==> src/rtl/blk_lock_regs.sv <==
module blk_lock_regs #(
  parameter int NBLK  = 32,
  parameter int IDX_W = 6
) (
  input  logic             clk,
  input  logic             rst_n,
  input  logic             reg_wr_en,
  input  logic [IDX_W-1:0] reg_wr_idx,
  input  logic [7:0]       reg_wr_data,
  input  logic [IDX_W-1:0] reg_rd_idx,
  output logic [7:0]       reg_rd_data,
  input  logic             wp_n,
  input  logic             tbl_n,
  input  logic             aai_mode,
  output logic [NBLK-1:0]  wr_perm,
  input  logic             op_start,
  input  logic [IDX_W-1:0] op_idx,
  output logic             op_allowed,
  input  logic [IDX_W-1:0] rd_q_idx,
  output logic             rd_perm,
  input  logic [7:0]       arr_rdata_i,
  output logic [7:0]       arr_rdata_o
);
  localparam int TOP = NBLK - 1;

  logic [NBLK-1:0] wlk, frz, rlk, wsel;
  logic unused_rsvd;

  assign unused_rsvd = ^reg_wr_data[7:3];

  for (genvar b = 0; b < NBLK; b++) begin : g_blk
    assign wsel[b] = reg_wr_en && (reg_wr_idx == IDX_W'(b)) && !frz[b];
    if (b == TOP) begin : g_top
      assign wr_perm[b] = aai_mode | (~wlk[b] & tbl_n);
    end else begin : g_rest
      assign wr_perm[b] = aai_mode | (~wlk[b] & wp_n);
    end
  end

  always_ff @(posedge clk or negedge rst_n) begin
    if (!rst_n) begin
      wlk <= '1;
      frz <= '0;
      rlk <= '0;
    end else begin
      for (int b = 0; b < NBLK; b++) begin
        if (wsel[b]) begin
          wlk[b] <= reg_wr_data[0];
          frz[b] <= reg_wr_data[1];
          rlk[b] <= reg_wr_data[2];
        end
      end
    end
  end

  logic op_perm_now;

  always_comb begin
    reg_rd_data = 8'h00;
    rd_perm     = 1'b0;
    op_perm_now = 1'b0;
    for (int b = 0; b < NBLK; b++) begin
      if (reg_rd_idx == IDX_W'(b)) reg_rd_data = {5'b0, rlk[b], frz[b], wlk[b]};
      if (rd_q_idx == IDX_W'(b))   rd_perm     = aai_mode | ~rlk[b];
      if (op_idx == IDX_W'(b))     op_perm_now = wr_perm[b];
    end
  end

  assign arr_rdata_o = rd_perm ? arr_rdata_i : 8'h00;

  always_ff @(posedge clk or negedge rst_n) begin
    if (!rst_n)        op_allowed <= 1'b0;
    else if (op_start) op_allowed <= op_perm_now;
  end
endmodule

==> config.mk <==
export PLATFORM = sky130hd
export DESIGN_NAME = blk_lock_regs
export DESIGN_NICKNAME = d
export VERILOG_FILES = /design/src/rtl/blk_lock_regs.sv
export SDC_FILE = /design/constraint.sdc
export NUM_CORES = 1
export LEC_CHECK = 0
export BUFFER_PORTS_ARGS = -buffer_cell sky130_fd_sc_hd__buf_4
export CORE_ASPECT_RATIO = 1.5
export CORE_UTILIZATION = 61
export DETAILED_ROUTE_END_ITERATION = 10
export HOLD_SLACK_MARGIN = 0.1
export PLACE_DENSITY = 0.83
export SLEW_MARGIN = 20
export SYNTH_ARGS = -nofsm -noshare
export SYNTH_HDL_FRONTEND = slang
export SYNTH_SLANG_ARGS = --single-unit
==> constraint.sdc <==
create_clock -name clk -period 2.85 [get_ports clk]
set_clock_uncertainty 0.05 [all_clocks]
set_input_delay 0.1425 -clock clk [delete_from_list [all_inputs] [get_ports clk]]
set_output_delay 0.1425 -clock clk [all_outputs]
set_load 0.02 [all_outputs]
; ---- Yosys cells after proc, flatten, opt, wreduce, memory -nomap -nowiden
; Cells that the tools add are included.
[totals]
register_bits = 97
latch_bits = 0
ramBits = 0
romBits = 0
in_bits = 47
out_inout_bits = 50
word_cells = 578
mem_count = 0
[classes]
addsub = 0
n_mul = 0
div_mod_pow = 0
magnitude_cmp = 0
n_eq_ne = 124
shifts = 0
n_mux = 97
bitwise = 160
reduce_logical = 100
[op_table]
columns = cell, count
row1 = $eq 6x5->1 const B, 64
row2 = $mux 8, 32
row3 = $eq 6x4->1 const B, 32
row4 = $eq 6x3->1 const B, 16
row5 = $logic_and 1x1->1, 64
row6 = $mux 1, 64
row7 = $not 1->1, 64
row8 = $or 1x1->1, 64
row9 = $eq 6x2->1 const B, 8
row10 = $and 1x1->1, 32
row11 = $logic_not 1->1, 32
row12 = $eq 6x1->1 const B, 4
row13 = $logic_not 6->1, 4
row14 = $mux 3, 1

; ---- Depth between registers and ports, before layout
[logic_depth]
word_depth = 35
ltp_mapped = 9
depth_no_buf = 6

; ---- Worst setup path before layout
; No wires, ideal clock.
[synth_path]
path_type = flip-flop to output port
startpoint = reg rlk[9]
endpoint = out arr_rdata_o[0]
arrival_ns = 1.962
required_time_ns = 2.658
setup_slack_ns = 0.696
stages_incl_launch_ff = 7
n_path_buf = 0
cell_sequence = dfrtp_1 -> mux4_1 -> mux2_2 -> nand3_1 -> a311oi_2 -> a211oi_4 -> and2_1
[synth_between]
elab_chain_len = 26
[synth_lines]
columns = item, line
row1 = from (decl), 26  ; logic [NBLK-1:0] wlk, frz, rlk, wsel;
row2 = "from (signal, indexed assignment)", 50  ; rlk[b] <= reg_wr_data[2];
row3 = $not 1->1, 64  ; if (rd_q_idx == IDX_W'(b)) rd_perm = aai_mode | ~rlk[b];
row4 = $or 1x1->1, 64
row5 = $mux 1 (23 in a row), 64
row6 = net rd_perm, 20  ; output logic rd_perm,
row7 = $mux 8, 69  ; assign arr_rdata_o = rd_perm ? arr_rdata_i : 8'h00;
row8 = to (decl), 22  ; output logic [7:0] arr_rdata_o
; The timed path passes the listed nets, and every way through them passes these cells.

; ---- Worst setup path after layout
[layout_path]
startpoint = reg rlk[14]
endpoint = out arr_rdata_o[7]
[layout_between]
elab_chain_len = 21
[layout_lines]
columns = item, line
row1 = $not 1->1, 64
row2 = $or 1x1->1, 64
row3 = $mux 1 (18 in a row), 64
row4 = $mux 8, 69
; No other way between the ends.

==> reports/metrics.cfg <==
[clock_network]
numCtsBuffers = 9
clockRootBuffer = clkbuf_16
clkSinkCount = 97
clk_pin_slew_ns = 0.06
cts_tree = built
ctsResizeCount = 0
clk_latency_ns = 0.34
ctsHoldBuffers = 1
ctsLongestPathBuffers = 2
htree_levels = 3
post_cts_buffers = 0

[timing]
setup_tns_ns = 0
min_period_ns = 2.57
fin_ws_ns = 0.279
rsz0062_at_grt = false
finalMaxSlewViolations = 0
setup_viol = 0
hold_viol_final = 0
finalCritPeriodShare_pct = 90.2
timing.hold.ws_ns = 0.112
fmax_mhz = 389
slew_headroom_pct = 46.3
worst_pin_slew_ns = 0.805

[synthesis]
netlist_instances = 608
ys_warn_count = 0
syn_area_per_cell_sq_um = 10.2
synth_ff_type = dfrtp_1
ys_ff_latch = 97
synth-seq-area-share_pct = 40.0
synthDistinctLibCells = 72
synthArstFlopShare_pct = 100
synth_area_sq_mm = 0.00617
synth_edf_count = 0

[worst_setup_path]
cp.arrival_ns = 2.38
cpPeakStageDelay_ns = 0.51
worst-path-buf-inv = 1
crit_type = flip-flop to primary output
cp-start-kind = flip-flop
crit_family = multiplexers
path_max_fanout = 9
end_kind = primary output
worst-endpoint-required_ns = 2.66
crit_chain = mux4_1, mux2_2, nand3_1, a311oi_2, a211oi_4, and2_1, buf_4
slowest_stage = mux4_1

[pwr]
peakVddDrop_mv = 0.386
p_per_area_mw_per_mm2 = 517
p_leak_nw = 3.07
totalPowerFinal_mw = 3.65

[final_layout]
layout-drive-gt1-share_pct = 24.3
final_util_pct = 72.6
area_growth_pct = 14.5
antenna_cells = 0
fin_nets = 714
final_cell_mix = buf_4 (89), dfrtp_1 (65), mux2_1 (59)
final_common_cell = buf_4

[global_routing]
overflow = 0
grt_pass1_wl_um = 27600
antenna_found_initial = 0
grt_max_degree = 92
grt_pass1_vias = 5328
track_usage_pct = 33.9

[placement]
gp_congestion = 0.963
numPortBuffers = 86
dp_hpwl_um = 12500
pre_cts_slack_ns = 0.543

[floorplan]
die-area_sq_mm = 0.0105
rows = 44
dieHeight_um = 125
initial_core_util_pct = 63.4
coreArea_sq_mm = 0.00974
die_w_um = 84.1
ios = 97

[detailed_routing]
totalWireLength_um = 17000
viasPerCell = 6.88
remaining_drc_errors = 34
detail_route.iter0.violations = 557
ant_nets = 0
vias = 5405
routedWlPerCell_um = 21.7
firstDrtPassIters = 8

[worst_hold_path]
hold_path_class = input port to flip-flop

[outcome]
violations = design-rule violations
status = complete, but fails checks

[job]
maxCapViolCount = 0

-- per-stage QoR --
stage                     instance area [sq um]  std cells
final                                      7070        786
after global routing                       7070        786
after CTS                                  7070        786
after detailed placement                   6790        770
after global placement                     6790        770
after floorplan                            6190        612
-- sequential cells by signal (all words and copies together) (netlist names) --
register    cells
rlk            32
frz            32
wlk            32
op_allowed      1
-- worst reg2reg max path: cells and delay by family (launching register included) --
kind | cells | cell delay, ns
AO/OA/AOI/OAI | 5 | 1.04
multiplexers | 1 | 0.10
flip-flops | 1 | 0.55
-- cells in the mapped netlist (11+ instances only) --
| library cell | instances | area share (%) |
|---|---|---|
| o21bai_1 | 20 | 2.4 |
| dfrtp_1 | 65 | 26 |
| o21ai_0 | 50 | 4.1 |
| dfstp_2 | 32 | 14 |
| nand2_1 | 33 | 2.0 |
| a21oi_1 | 22 | 1.8 |
| inv_1 | 11 | 0.67 |
| buf_2 | 14 | 1.1 |
| nor3_1 | 13 | 1.1 |
| clkbuf_1 | 25 | 1.5 |
| a21o_1 | 15 | 1.8 |
| nor2b_1 | 13 | 1.3 |
| mux4_2 | 11 | 4.0 |
| or3_1 | 20 | 2.0 |
| mux2i_1 | 23 | 3.7 |
| mux2_1 | 59 | 11 |
| nor2_1 | 25 | 1.5 |
-- kinds of logic (layout without fill, tap and decap cells) --
kind of cell           count (synthesis)  in the layout  synth area share, %
other                                  1              5               0.0607
AO/OA/AOI/OAI                        172            172                 18.4
flip-flops                            97             97                 40.0
multiplexers                         105            105                 21.4
buffers and inverters                 61            120                 4.48
AND/OR/NAND/NOR                      172            172                 15.6
-- layout make-up --
cell class                 count  area (sq um)
timing repair buffer          91           689
fill                         720          2670
tap                          115           144
multi-input combinational    454          3450
inverter                      14          52.6
clock buffer                  12           256
clock inverter                 3          16.3
sequential                    97          2470
-- power breakdown --
| part | total (mW) | internal, mW | switching, mW |
|---|---|---|---|
| registers | 1.77 | 1.60 | 0.163 |
| logic | 0.784 | 0.362 | 0.422 |
| clock network | 1.10 | 0.630 | 0.475 |
-- final timing paths --
path,start,cells after the start,endpoint,slack [ns]
worst max register to register,wlk[1],6,op_allowed,1.00
worst min-delay path,reg_wr_data[0],3,wlk[31],0.11
min in group asynchronous,rst_n,2,frz[1],0.40
max in group asynchronous,rst_n,3,wlk[11],1.67
worst max-delay path,rlk[14],7,arr_rdata_o[7],0.28
worst min register to register,frz[22],1,frz[22],0.43
-- routing by layer --
metal  part of all wire [%]  global-route usage, %  wire (um)  vias up
met5                      0                      0          0        -
met4                    5.0                   17.1        854        0
met3                    7.9                   5.81       1350       82
met2                     50                   58.0       8520      338
met1                     37                   41.2       6320     2588
li1                       -                      -          -     2397
(Power assumes the default switching activity.)
